`src/rtl/host_irq_pkg.sv`:
```
package host_irq_pkg;

  // Word indices of the host register port
  localparam logic [2:0] ADR_MASK    = 3'd0;
  localparam logic [2:0] ADR_MSET    = 3'd1;
  localparam logic [2:0] ADR_MCLR    = 3'd2;
  localparam logic [2:0] ADR_STAT    = 3'd3;
  localparam logic [2:0] ADR_STATCOR = 3'd4;
  localparam logic [2:0] ADR_ACK     = 3'd5;
  localparam logic [2:0] ADR_CFG     = 3'd6;

  // Configuration bit positions
  localparam int CFG_EN_BIT  = 5;
  localparam int CFG_LOW_BIT = 7;

  // Source bit positions
  localparam int SRC_RXBUF_A   = 0;
  localparam int SRC_TXDATA    = 1;
  localparam int SRC_TXXFER    = 2;
  localparam int SRC_RXBUF_B   = 3;
  localparam int SRC_RXXFER    = 4;
  localparam int SRC_MBOX_A    = 5;
  localparam int SRC_MBOX_B    = 6;
  localparam int SRC_WAKE      = 7;
  localparam int SRC_TRACE_A   = 8;
  localparam int SRC_TRACE_B   = 9;
  localparam int SRC_CMD_DONE  = 10;
  localparam int SRC_INIT_DONE = 14;

  localparam logic [15:0] SRC_PRESENT =
      (16'd1 << SRC_RXBUF_A) | (16'd1 << SRC_TXDATA) | (16'd1 << SRC_TXXFER) |
      (16'd1 << SRC_RXBUF_B) | (16'd1 << SRC_RXXFER) | (16'd1 << SRC_MBOX_A) |
      (16'd1 << SRC_MBOX_B)  | (16'd1 << SRC_WAKE)   | (16'd1 << SRC_TRACE_A) |
      (16'd1 << SRC_TRACE_B) | (16'd1 << SRC_CMD_DONE) | (16'd1 << SRC_INIT_DONE);

  typedef struct packed {
    logic maskWr;
    logic maskSet;
    logic maskClr;
    logic ackWr;
    logic cfgWr;
    logic corRd;
  } strobe_t;

endpackage

```
`src/rtl/host_irq_decode.sv`:
```
module host_irq_decode
  import host_irq_pkg::*;
(
  input  logic       regWrEn,
  input  logic       regRdEn,
  input  logic [2:0] regAddr,
  output strobe_t    strobes
);

  always_comb begin
    strobes = '0;
    if (regWrEn) begin
      unique case (regAddr)
        ADR_MASK: strobes.maskWr  = 1'b1;
        ADR_MSET: strobes.maskSet = 1'b1;
        ADR_MCLR: strobes.maskClr = 1'b1;
        ADR_ACK:  strobes.ackWr   = 1'b1;
        ADR_CFG:  strobes.cfgWr   = 1'b1;
        default: ;
      endcase
    end
    strobes.corRd = regRdEn && (regAddr == ADR_STATCOR);
  end

endmodule

```
`src/rtl/host_irq_datapath.sv`:
```
module host_irq_datapath
  import host_irq_pkg::*;
#(
  parameter int          NUM_SRC  = 16,
  parameter int          DATA_W   = 32,
  parameter logic [15:0] SRC_MAP  = SRC_PRESENT,
  parameter logic [15:0] MASK_RST = 16'h0001
) (
  input  logic               clk,
  input  logic               rstN,
  input  strobe_t            strobes,
  input  logic [2:0]         rdAddr,
  input  logic [DATA_W-1:0]  wrData,
  input  logic [NUM_SRC-1:0] events,
  output logic [DATA_W-1:0]  rdData,
  output logic               hostIrq
);

  localparam int PAD_W = DATA_W - NUM_SRC;

  logic [NUM_SRC-1:0] maskQ, statusQ, wrBits, clrBits, srcEvents;
  logic               cfgEnQ, cfgLowQ, irqPending;

  assign wrBits    = wrData[NUM_SRC-1:0];
  assign srcEvents = events & SRC_MAP[NUM_SRC-1:0];
  assign clrBits   = strobes.corRd ? '1 : (strobes.ackWr ? wrBits : '0);

  // Mask register
  always_ff @(posedge clk) begin
    if (!rstN)                maskQ <= MASK_RST[NUM_SRC-1:0];
    else if (strobes.maskWr)  maskQ <= wrBits;
    else if (strobes.maskSet) maskQ <= maskQ | wrBits;
    else if (strobes.maskClr) maskQ <= maskQ & ~wrBits;
  end

  // Status bits: only sourced positions get a flop
  for (genvar i = 0; i < NUM_SRC; i++) begin : g_stat
    if (SRC_MAP[i]) begin : g_live
      always_ff @(posedge clk) begin
        if (!rstN)             statusQ[i] <= 1'b0;
        else if (events[i])    statusQ[i] <= 1'b1;
        else if (clrBits[i])   statusQ[i] <= 1'b0;
      end
    end else begin : g_tie
      assign statusQ[i] = 1'b0;
    end
  end

  // Configuration
  always_ff @(posedge clk) begin
    if (!rstN) begin
      cfgEnQ  <= 1'b0;
      cfgLowQ <= 1'b0;
    end else if (strobes.cfgWr) begin
      cfgEnQ  <= wrData[CFG_EN_BIT];
      cfgLowQ <= wrData[CFG_LOW_BIT];
    end
  end

  // Read mux
  always_comb begin
    rdData = '0;
    case (rdAddr)
      ADR_MASK:             rdData = {{PAD_W{1'b0}}, maskQ};
      ADR_STAT, ADR_STATCOR: rdData = {{PAD_W{1'b0}}, statusQ};
      ADR_CFG: begin
        rdData[CFG_EN_BIT]  = cfgEnQ;
        rdData[CFG_LOW_BIT] = cfgLowQ;
      end
      default: rdData = '0;
    endcase
  end

  assign irqPending = |(statusQ & ~maskQ);
  assign hostIrq    = cfgEnQ ? (irqPending ^ cfgLowQ) : cfgLowQ;

  // set port leaves every written-one bit set
  a_r3_mask_set: assert property (@(posedge clk) disable iff (!rstN)
    strobes.maskSet |=> ((maskQ & $past(wrBits)) == $past(wrBits)));

  // clear port leaves every written-one bit clear
  a_r4_mask_clr: assert property (@(posedge clk) disable iff (!rstN)
    strobes.maskClr |=> ((maskQ & $past(wrBits)) == '0));

  // clear-on-read with no new event empties status
  a_r6_cor_empties: assert property (@(posedge clk) disable iff (!rstN)
    (strobes.corRd && !(|srcEvents)) |=> (statusQ == '0));

  // acknowledged bits without a new event are gone
  a_r7_ack_clears: assert property (@(posedge clk) disable iff (!rstN)
    strobes.ackWr |=> ((statusQ & $past(wrBits & ~srcEvents)) == '0));

  // an event is never lost to a simultaneous clear
  a_r8_event_wins: assert property (@(posedge clk) disable iff (!rstN)
    (|srcEvents) |=> ((statusQ & $past(srcEvents)) == $past(srcEvents)));

endmodule

```
`src/rtl/host_irq_hub.sv`:
```
module host_irq_hub
  import host_irq_pkg::*;
#(
  parameter int NUM_SRC = 16,
  parameter int DATA_W  = 32
) (
  input  logic               clk,
  input  logic               rstN,
  input  logic               regWrEn,
  input  logic               regRdEn,
  input  logic [2:0]         regAddr,
  input  logic [DATA_W-1:0]  regWrData,
  output logic [DATA_W-1:0]  regRdData,
  input  logic [NUM_SRC-1:0] irqEvents,
  output logic               hostIrq
);

  strobe_t strobes;

  host_irq_decode u_decode (
    .regWrEn (regWrEn),
    .regRdEn (regRdEn),
    .regAddr (regAddr),
    .strobes (strobes)
  );

  host_irq_datapath #(
    .NUM_SRC (NUM_SRC),
    .DATA_W  (DATA_W)
  ) u_datapath (
    .clk     (clk),
    .rstN    (rstN),
    .strobes (strobes),
    .rdAddr  (regAddr),
    .wrData  (regWrData),
    .events  (irqEvents),
    .rdData  (regRdData),
    .hostIrq (hostIrq)
  );

endmodule

```
`config.mk`:
```
export PLATFORM = sky130hd
export DESIGN_NAME = host_irq_hub
export DESIGN_NICKNAME = d
export VERILOG_FILES = /design/src/rtl/host_irq_pkg.sv /design/src/rtl/host_irq_decode.sv /design/src/rtl/host_irq_datapath.sv /design/src/rtl/host_irq_hub.sv
export SDC_FILE = /design/constraint.sdc
export NUM_CORES = 1
export LEC_CHECK = 0
export BUFFER_PORTS_ARGS = -buffer_cell sky130_fd_sc_hd__buf_2
export CORE_ASPECT_RATIO = 0.7
export CORE_MARGIN = 2
export CORE_UTILIZATION = 41
export CTS_CLUSTER_SIZE = 40
export DETAILED_ROUTE_END_ITERATION = 8
export GPL_TIMING_DRIVEN = 1
export MAX_ROUTING_LAYER = met4
export PLACE_DENSITY = 0.76
export SETUP_SLACK_MARGIN = 0.02
export SLEW_MARGIN = 20
export SYNTH_ARGS = -nofsm -noshare
export SYNTH_HDL_FRONTEND = slang
export SYNTH_HIERARCHICAL = 1
export SYNTH_SLANG_ARGS = --single-unit
```
`constraint.sdc`:
```
create_clock -name clk -period 1.05 [get_ports clk]
set_input_delay 0.0525 -clock clk [delete_from_list [all_inputs] [get_ports clk]]
set_output_delay 0.0525 -clock clk [all_outputs]
set_load 0.02 [all_outputs]
```
---- Word-level counts from Yosys, hierarchy flattened ----
Index checks and enable logic that the tools add are counted.
cells by class
  bitwise gates (word level) .............. 6
  multiplexer cells ....................... 41
  reductions and logical operators ........ 17
  eq/ne operators ......................... 6
operator list
  operator                                                               number
  16-bit two-way mux                                                     3
  16-bit NOT                                                             2
  1-bit two-way mux                                                      30
  15-bit two-way mux                                                     2
  2-bit nonzero test                                                     12
  15-bit by 16-bit AND with 16-bit output                                1
  16-bit AND                                                             1
  16-bit bitwise OR                                                      1
  8-bit case mux with 2 select lines                                     1
  16-bit OR reduction                                                    1
  5-bit case mux with 2 select lines                                     1
  3-bit equality test, second input constant                             3
  3-bit by 2-bit equality test with 1-bit output, second input constant  2
  1-bit case mux with 3 select lines                                     2
  5-bit two-way mux                                                      1
  3-bit by 1-bit equality test with 1-bit output, second input constant  1
  3-bit zero test                                                        1
  3-bit nonzero test                                                     1
  1-bit case mux with 2 select lines                                     1
  2-bit OR reduction                                                     1
  1-bit logical AND                                                      1
  1-bit bitwise XOR                                                      1
word-level totals
  logic and storage cells ................. 85
  output and inout bits ................... 33
  register bits ........................... 30
  input bits .............................. 55

---- Logic depth before layout (Yosys ltp) ----
Gate-level depths: netlist of the first run.
  word-level depth ........................ 7
  depth in mapped cells ................... 6
  gate-level depth less buffers ........... 4

---- By module ----
Netlist of the first run, hierarchy kept.
by module, submodules not included
  module             cells an instance  instances  area each (sq um)
  host_irq_datapath  188                1          1635.3
  host_irq_decode    6                  1          75.1

---- Worst setup path after synthesis of the first run ----
OpenSTA, ideal clock, no wires.
  path type ............................... register to output
  start point ............................. register u_datapath.statusQ[3]
  end point ............................... output port hostIrq
  arrival ................................. 1.173 ns
  buffers on the path ..................... 0
  required time ........................... 0.998 ns
  cell stages (with the launch flop) ...... 5
  slack ................................... -0.175 ns
  cell sequence ........................... dfxtp_1 -> or2b_1 -> o2111ai_1 -> o41ai_2 -> xnor2_1
on the way
  word-level cells in the longest chain between the ends .. 4
ends and longest elaborated chain
  what                                     RTL line                 text
  start: declaration                       host_irq_datapath.sv:21  logic [NUM_SRC-1:0] maskQ, statusQ, wrBits, clrBits, srcEvents;
  start signal: indexed assignment         host_irq_datapath.sv:40  if (!rstN) statusQ[i] <= 1'b0;
  start signal: indexed assignment         host_irq_datapath.sv:41  else if (events[i]) statusQ[i] <= 1'b1;
  start signal: indexed assignment         host_irq_datapath.sv:42  else if (clrBits[i]) statusQ[i] <= 1'b0;
  15-bit by 16-bit AND with 16-bit output  host_irq_datapath.sv:74  assign irqPending = |(statusQ & ~maskQ);
  16-bit OR reduction                      host_irq_datapath.sv:74
  1-bit bitwise XOR                        host_irq_datapath.sv:75  assign hostIrq = cfgEnQ ? (irqPending ^ cfgLowQ) : cfgLowQ;
  1-bit two-way mux                        host_irq_datapath.sv:75
  end: declaration                         host_irq_hub.sv:15       output logic hostIrq
Every way passes these cells.

==> results.cfg, run 1 <==
[yosys]
synth_top_flop_cell = dfxtp_1
netlist_area_sq_um = 1710
synthDistinctLibCells = 34
ys_warn_count = 6
synth_area_per_cell_sq_um = 8.82
yosys-top-cells-area = dfxtp_1 (35%), buf_4 (7.0%), a32oi_1 (6.7%), nor2b_1 (6.2%), a211oi_1 (5.3%)
yosysSeqAreaShare = 0.351
synthArstFlopShare = 0
synth_cells = 194
synth-edff-count = 0
synth-seq-cells = 30
synth_top_cell_by_area = dfxtp_1
synth_top_area_frac = 0.351

[worst_setup_path]
cpPeakStageDelay_ns = 0.39
cp_cell_sequence = nand2b_4 -> o2111ai_4 -> o41ai_4 -> xnor2_2 -> buf_4
critPathSlowestCell = o41ai_4
timing.rr.start = u_datapath/statusQ[8]$_SDFFE_PN0P_
path_max_fanout = 2
worst_setup_path_start_kind = flop
r2r_setup_slack_ns = 0.11
cp.arrival_ns = 1.56
cp_num_buf_inv = 1
crit_family = compound AO/OA/AOI/OAI gates
r2r_end = u_datapath/statusQ[8]$_SDFFE_PN0P_
endpoint_kind = output port
critPathRequiredTime_ns = 1.00
ff2ff_path_depth = 5
worst-setup-path-type = flop to output port

[routing]
wire_per_inst_um = 14.9
viasPerCell = 5.07
ant_nets = 0
drt-pass1-iter-count = 4
drc = 0
drt_wl_total_mm = 5.09
num_vias = 1728
drtIter0Drc = 64

[clocking]
cts_sinks = 30
cts_root_buf = clkbuf_8
cts.clk_slew.worst_paths_ns = 0.06
h-tree-depth = 2
cts_tree = yes
worstSkewPairLatency_ns = 0.27
cts_inserted_buffers = 5
cts_buffer_depth = 2

[final_layout]
fillCellCount = 302
layout-drive-gt1-share = 0.450
final_nets = 343
final_common_cell = buf_2
syn2layout_area_growth_pct = 57.6
fin_area_sq_um = 2700
finalNonFillerCells = 341
final_cell_mix = buf_2 (33), buf_4 (30), buf_6 (22)
diodes = 0

[pwr]
p_int_w = 0.00209
p_per_area_nw_per_um2 = 1080
pwr-share-seq = 0.429
switching_share = 0.281
switchingPower_w = 0.000815
irDropWorstVdd_v = 0.000663
total_power_w = 0.00290
leakagePower_nw = 1.17
p_clk_frac = 0.326
combPwrFrac = 0.244

[min_path]
hold_path_class = input pin to flop
worstHoldStart = regWrData[11]
hold_path_depth = 3

[placement]
port_buffers = 51
placed_area_sq_um = 2220
gp_congestion = 0.864
dp_cells = 318
dp_hpwl_mm = 3.34

[sta]
finClkSkew_ns = 0
hold_violations = 0
fin_tns_setup_ns = -1.50
fin_ws_ns = -0.564
slew_violations = 0
hold_ws_ns = 0.0388
max_freq_mhz = 620
period_needed_ns = 1.61
setup_viol = 13
period_share = 1.54
rsz0062_at_grt = true

[run]
drv_cap = 0

[global_routing]
grt_usage = 0.219
grt_first_pass_wirelength_mm = 7.48
grt_pass1_vias = 1576
grt_max_degree = 31
overflow = 0
grt_antenna_before_repair = 0

[status]
violations = setup timing
status = complete, but fails checks

[floorplan]
ioPinCount = 88
die_area_sq_um = 4710
design.core.area_sq_um = 3970
fp.dieW_um = 81.2
start_util = 0.431
fp-row-count = 19
die_y_um = 58.0
-- cell usage after synthesis, types with 2 or more instances --
cell type	n
and3_1	2
o21a_1	12
nand2b_1	5
a22oi_1	2
o22ai_1	2
and2_1	4
buf_2	3
a211oi_1	12
o2111ai_1	2
mux2i_1	4
dfxtp_1	30
nor2_1	2
nand2_1	17
and4bb_2	3
a32oi_1	13
o2bb2ai_1	2
nand3_1	2
buf_4	16
clkbuf_1	7
and4b_2	2
nor2b_1	17
a21oi_1	2
a22o_1	10
inv_1	13
-- timing repair --
action                                  4_1_cts  5_1_grt
endpoints found under the setup margin       17       17
hold endpoints to repair                     11        0
gates resized for setup                      46       21
setup buffers                                 1        3
hold buffers                                 11        0
pin swaps                                     6        8
-- worst max path at each step --
stage,from,endpoint,slack [ns],depth (start not counted)
after floorplan,flop,hostIrq,-0.14,4
after global placement,flop,hostIrq,-0.32,5
after detailed placement,flop,hostIrq,-0.33,5
after CTS,u_datapath/statusQ[3]$_SDFFE_PN0P_,hostIrq,-0.61,5
after global routing,flop,hostIrq,-0.62,5
final,flop,hostIrq,-0.56,5
-- stage by stage --
stage / utilization / worst slack [ns]
finish: 0.679 / -0.564
global route: 0.679 / -0.615
CTS: 0.652 / -0.612
detailed placement: 0.559 / -0.326
global placement: 0.559 / -0.321
floorplan: - / -0.137
-- metal layers --
layer,part of all wire,GRT usage,vias to the layer above,wire length (um)
met5,0,-,-,0
met4,0.0079,0.0630,0,40
met3,0.059,0.0483,7,298
met2,0.45,0.321,71,2300
met1,0.48,0.303,790,2450
li1,-,-,860,-
-- worst reg2reg max path, delay by kind of cell (launching register included) --
family                 cells  cell delay (ns)
AO/OA/AOI/OAI              2             0.30
buffers and inverters      3             0.22
flip-flops                 1             0.37
-- area by class of cell --
cell class	count	area, sq um	share of cell area
clock buffer	7	86.3	0.0320
clock inverter	1	5.00	0.00186
inverter	13	48.8	0.0181
multi-input combinational	138	1060	0.393
sequential	30	614	0.228
tap	52	65.1	0.0241
timing repair buffer	100	816	0.303
-- power groups by stage --
stage	Combinational [W]	Sequential (W)	Clock (W)
after detailed placement	0.000569	0.00125	0
after global placement	0.000562	0.00125	0
final	0.000709	0.00125	0.000946
after CTS	0.000663	0.00123	0.000966
after floorplan	0.000358	0.00125	0
after global routing	0.000762	0.00125	0.00102
-- logic make-up after synthesis --
group | share of synthesized area
muxes | 0.0234
other | 0.00219
AOI/OAI and AO/OA | 0.278
and+or+nand+nor | 0.208
xor gates and xnor gates | 0.00512
DFF | 0.351
buffers and inverters | 0.132
(Power assumes the default switching activity.)
==> run 2: changes to the inputs <==
--- a/config.mk
+++ b/config.mk
@@ -6,7 +6,7 @@
 export NUM_CORES = 1
 export LEC_CHECK = 0
 export BUFFER_PORTS_ARGS = -buffer_cell sky130_fd_sc_hd__buf_2
-export CORE_ASPECT_RATIO = 0.7
+export CORE_ASPECT_RATIO = 1.75
 export CORE_MARGIN = 2
 export CORE_UTILIZATION = 41
 export CTS_CLUSTER_SIZE = 40
==> run 2 against run 1 <==
Against the previous run:
- the flow still finishes with violations (setup timing)
- power about the same
- sequential power about the same
- critical endpoint unchanged
- first-iteration DRC count decreased by 14%
- combinational power increased by 0.6%
- critical path depth unchanged
- register-to-register slack improved by 0.04 ns
==> results.cfg, run 2 (synthesis results as in run 1) <==
[pwr]
irDropWorstVdd_v = 0.000912
p_per_area_nw_per_um2 = 1070
p_clk_frac = 0.324
p_int_w = 0.00210
switchingPower_w = 0.000803
combPwrFrac = 0.246
leakagePower_nw = 1.19
switching_share = 0.277
total_power_w = 0.00290
pwr-share-seq = 0.430

[global_routing]
grt_usage = 0.232
grt_antenna_before_repair = 0
grt_first_pass_wirelength_mm = 7.78
grt_max_degree = 31
grt_pass1_vias = 1749
overflow = 0

[clocking]
cts_tree = yes
worstSkewPairLatency_ns = 0.28
cts.clk_slew.worst_paths_ns = 0.06
cts_inserted_buffers = 5
cts_root_buf = clkbuf_8
h-tree-depth = 2
cts_buffer_depth = 2
cts_sinks = 30

[worst_setup_path]
worst_setup_path_start_kind = flop
path_max_fanout = 2
critPathSlowestCell = o41ai_4
cpPeakStageDelay_ns = 0.40
critPathRequiredTime_ns = 1.00
cp_cell_sequence = nand2b_4 -> o2111ai_4 -> o41ai_4 -> xnor2_2 -> buf_4
crit_family = compound AO/OA/AOI/OAI gates
endpoint_kind = output port
cp.arrival_ns = 1.59
cp_num_buf_inv = 1
worst-setup-path-type = flop to output port

[routing]
dr_wl_met3_um = 273
drt-pass1-iter-count = 5
ant_nets = 0
num_vias = 1770
drc = 0
wire_per_inst_um = 14.6
drtIter0Drc = 55
drt_wl_total_mm = 5.00
highest_layer = met4
met2_length_mm = 2.65
wl_met1_mm = 1.90
viasPerCell = 5.18

[run]
drv_cap = 0

[placement]
dp_slack_ns = -0.334
dp_cells = 320
gp_congestion = 0.823
dp_hpwl_mm = 3.30
port_buffers = 51

[floorplan]
fp.dieW_um = 52.8
design.core.area_sq_um = 4070
start_util = 0.420
ioPinCount = 88
die_y_um = 89.4
die_area_sq_um = 4720
fp-row-count = 31

[sta]
max_freq_mhz = 607
slew_violations = 0
finClkSkew_ns = 0
period_share = 1.57
hold_violations = 0
rsz0062_at_grt = true
fin_ws_ns = -0.597
period_needed_ns = 1.65
fin_tns_setup_ns = -1.59
setup_viol = 13

[final_layout]
syn2layout_area_growth_pct = 58.6
finalNonFillerCells = 342
diodes = 0
final_nets = 347
final_cell_mix = buf_2 (32), buf_4 (31), buf_6 (27)
final_util = 0.666
layout-drive-gt1-share = 0.457
final_common_cell = buf_2

[status]
status = complete, but fails checks
violations = setup timing

[min_path]
hold_path_class = input pin to flop
-- run 2: cell count changes in the layout (fill, tap and decap cells not counted), sizes merged --
cell         delta
clkbuf          -1
dlygate4sd3     +1
buf             +4
-- run 2: per-stage QoR --
step | hold slack [ns] | instance area [sq um]
2_1_floorplan | 0.177 | 1800
3_3_place_gp | 0.261 | 2240
3_5_place_dp | 0.265 | 2240
4_1_cts | 0.0159 | 2610
5_1_grt | 0.0521 | 2710
6_report | 0.0265 | 2710
-- run 2: worst reg2reg max path, cell delays in order, from the launching register on --
cell     delay [ns]
dfxtp_2        0.33
buf_4          0.13
buf_6          0.10
a32oi_1        0.16
nor2b_1        0.06
-- run 2: layer usage --
metal / vias to the layer above / track usage
li1: 868 / -
met1: 822 / 0.255
met2: 68 / 0.385
met3: 12 / 0.0351
met4: 0 / 0.142
met5: - / -
-- run 2: path summary, 6_finish.rpt --
kind / endpoint / cells past startpoint / startpoint / slack, ns
worst max-delay path: hostIrq / 5 / flop / -0.60
worst min-delay path: flop / 3 / regWrData[0] / 0.03
worst max register to register: flop / 4 / flop / 0.15
worst min register to register: u_datapath/cfgEnQ$_SDFFE_PN0P_ / 2 / u_datapath/cfgEnQ$_SDFFE_PN0P_ / 0.55
-- run 2: power by group through the flow --
stage	sequential, W	clock [W]	combinational (W)
floorplan	0.00125	0	0.000358
global placement	0.00125	0	0.000572
CTS	0.00123	0.000961	0.000669
detailed placement	0.00125	0	0.000580
finish	0.00125	0.000938	0.000713
global route	0.00125	0.00101	0.000770
-- run 2: layout make-up --
class / instances / area, sq um
fill: 321 / 1360
multi-input combinational: 138 / 1030
timing repair buffer: 104 / 857
sequential: 30 / 622
clock buffer: 7 / 86.3
tap: 49 / 61.3
inverter: 13 / 48.8
clock inverter: 1 / 5.00
-- run 2: repair_timing --
item                                    CTS  global route
hold endpoints to repair                 12             0
setup buffers                             1             2
pin swaps                                10            11
endpoints found under the setup margin   17            17
gates resized for setup                  47            29
hold buffers                             12             0
==> run 3: changes to the inputs <==
--- a/config.mk
+++ b/config.mk
@@ -9,6 +9,7 @@
 export CORE_ASPECT_RATIO = 1.75
 export CORE_MARGIN = 2
 export CORE_UTILIZATION = 41
+export CTS_BUF_LIST = sky130_fd_sc_hd__clkbuf_4 sky130_fd_sc_hd__clkbuf_8 sky130_fd_sc_hd__clkbuf_16
 export CTS_CLUSTER_SIZE = 40
 export DETAILED_ROUTE_END_ITERATION = 8
 export GPL_TIMING_DRIVEN = 1
==> run 3 against run 2 <==
Against the previous run:
- the flow still finishes with violations (setup timing)
- die area is the same
- fmax grew 1.6%
- clock skew is the same
- design area grew 0.14%
- critical path depth is the same
- flip-flop and latch count is the same
- first-iteration DRC count grew 13%
- largest cell class unchanged
- highest routed layer unchanged
==> results.cfg, run 3 (synthesis results as in run 1) <==
[final_layout]
final_cell_mix = buf_2 (32), buf_4 (31), buf_6 (27)
layout-drive-gt1-share = 0.461
final_nets = 347
final_common_cell = buf_2
finalNonFillerCells = 342
fin_area_sq_um = 2720
diodes = 0
syn2layout_area_growth_pct = 58.8

[sta]
rsz0062_at_grt = true
fin_ws_ns = -0.572
max_freq_mhz = 617
period_needed_ns = 1.62
relSlewSlack = 0.660
fin_tns_setup_ns = -1.60
setup_viol = 13
slew_violations = 0
finClkSkew_ns = 0
hold_ws_ns = 0.0279
tightest_slew_ns = 0.510
period_share = 1.54
hold_violations = 0

[floorplan]
fp-row-count = 31
die_area_sq_um = 4720
die_y_um = 89.4
start_util = 0.420
fp.dieW_um = 52.8
design.core.area_sq_um = 4070
ioPinCount = 88

[worst_setup_path]
critPathRequiredTime_ns = 1.00
path_max_fanout = 2
critPathSlowestCell = o41ai_4
crit_family = compound AO/OA/AOI/OAI gates
endpoint_kind = output port
cpPeakStageDelay_ns = 0.39
cp_num_buf_inv = 1
worst-setup-path-type = flop to output port
cp.arrival_ns = 1.57
worst_setup_path_start_kind = flop
cp_cell_sequence = nand2b_4 -> o2111ai_4 -> o41ai_4 -> xnor2_2 -> buf_4

[status]
status = complete, but fails checks
violations = setup timing

[global_routing]
overflow = 0
grt_max_degree = 31
grt_pass1_vias = 1743
grt_first_pass_wirelength_mm = 7.83
grt_antenna_before_repair = 0
grt_usage = 0.234

[clocking]
cts_root_buf = clkbuf_8
cts.clk_slew.worst_paths_ns = 0.06
cts_inserted_buffers = 5
cts_sinks = 30
cts_buffer_depth = 2
h-tree-depth = 2
cts_tree = yes
worstSkewPairLatency_ns = 0.28

[placement]
dp_cells = 320
port_buffers = 51
gp_congestion = 0.823
placed_area_sq_um = 2240
dp_hpwl_mm = 3.30

[routing]
drt_wl_total_mm = 5.25
drtIter0Drc = 62
viasPerCell = 5.25
drc = 0
wire_per_inst_um = 15.3
ant_nets = 0
num_vias = 1796
drt-pass1-iter-count = 4

[pwr]
p_per_area_nw_per_um2 = 1080
leakagePower_nw = 1.20
irDropWorstVdd_v = 0.000902

[min_path]
hold_path_class = input pin to flop

[run]
drv_cap = 0
run 3: cell counts in the layout (fill, tap and decap cells not counted):
Identical to the previous run, type by type.
run 3: worst min-delay path, cell delays in order:
cell and delay (ns):
buf_2 0.10, nand2_1 0.05, nand3_1 0.07
run 3: worst paths after layout:
check | cells after the start | to | slack, ns | from
worst max register to register | 4 | flop | 0.15 | flop
worst max-delay path | 5 | hostIrq | -0.57 | flop
worst min register to register | 2 | flop | 0.55 | flop
worst min-delay path | 3 | flop | 0.03 | regWrData[0]
run 3: what timing repair did:
action,CTS,global route
setup endpoints to repair,17,17
hold endpoints to repair,12,0
hold buffers,12,0
pin swaps,10,11
buffers inserted,1,2
resized for setup,47,29
run 3: final cells by class:
cell class / count / area [sq um]
multi-input combinational: 138 / 1030
clock inverter: 1 / 5.00
fill: 323 / 1360
inverter: 13 / 48.8
tap: 49 / 61.3
clock buffer: 7 / 90.1
sequential: 30 / 622
timing repair buffer: 104 / 857
run 3: metrics by stage:
step / setup slack (ns) / power, W / util
3_3_place_gp: -0.336 / 0.00182 / 0.551
2_1_floorplan: -0.137 / 0.00161 / -
4_1_cts: -0.611 / 0.00289 / 0.641
5_1_grt: -0.635 / 0.00307 / 0.667
3_5_place_dp: -0.334 / 0.00183 / 0.551
6_report: -0.572 / 0.00294 / 0.667
run 3: power by group:
| part | total (W) | leakage (nW) | switching [W] | internal [W] |
|---|---|---|---|---|
| Sequential | 0.00125 | 0.253 | 0.0000441 | 0.00120 |
| Combinational | 0.000720 | 0.894 | 0.000356 | 0.000364 |
| Clock | 0.000969 | 0.0517 | 0.000416 | 0.000553 |
| Total | 0.00294 | 1.20 | 0.000816 | 0.00212 |
run 3: metal layers:
metal | global-route usage | wire length, um | share of wire
met1 | 0.254 | 2110 | 0.40
met3 | 0.0368 | 230 | 0.044
met5 | - | 0 | 0
met4 | 0.142 | 121 | 0.023
met2 | 0.392 | 2780 | 0.53
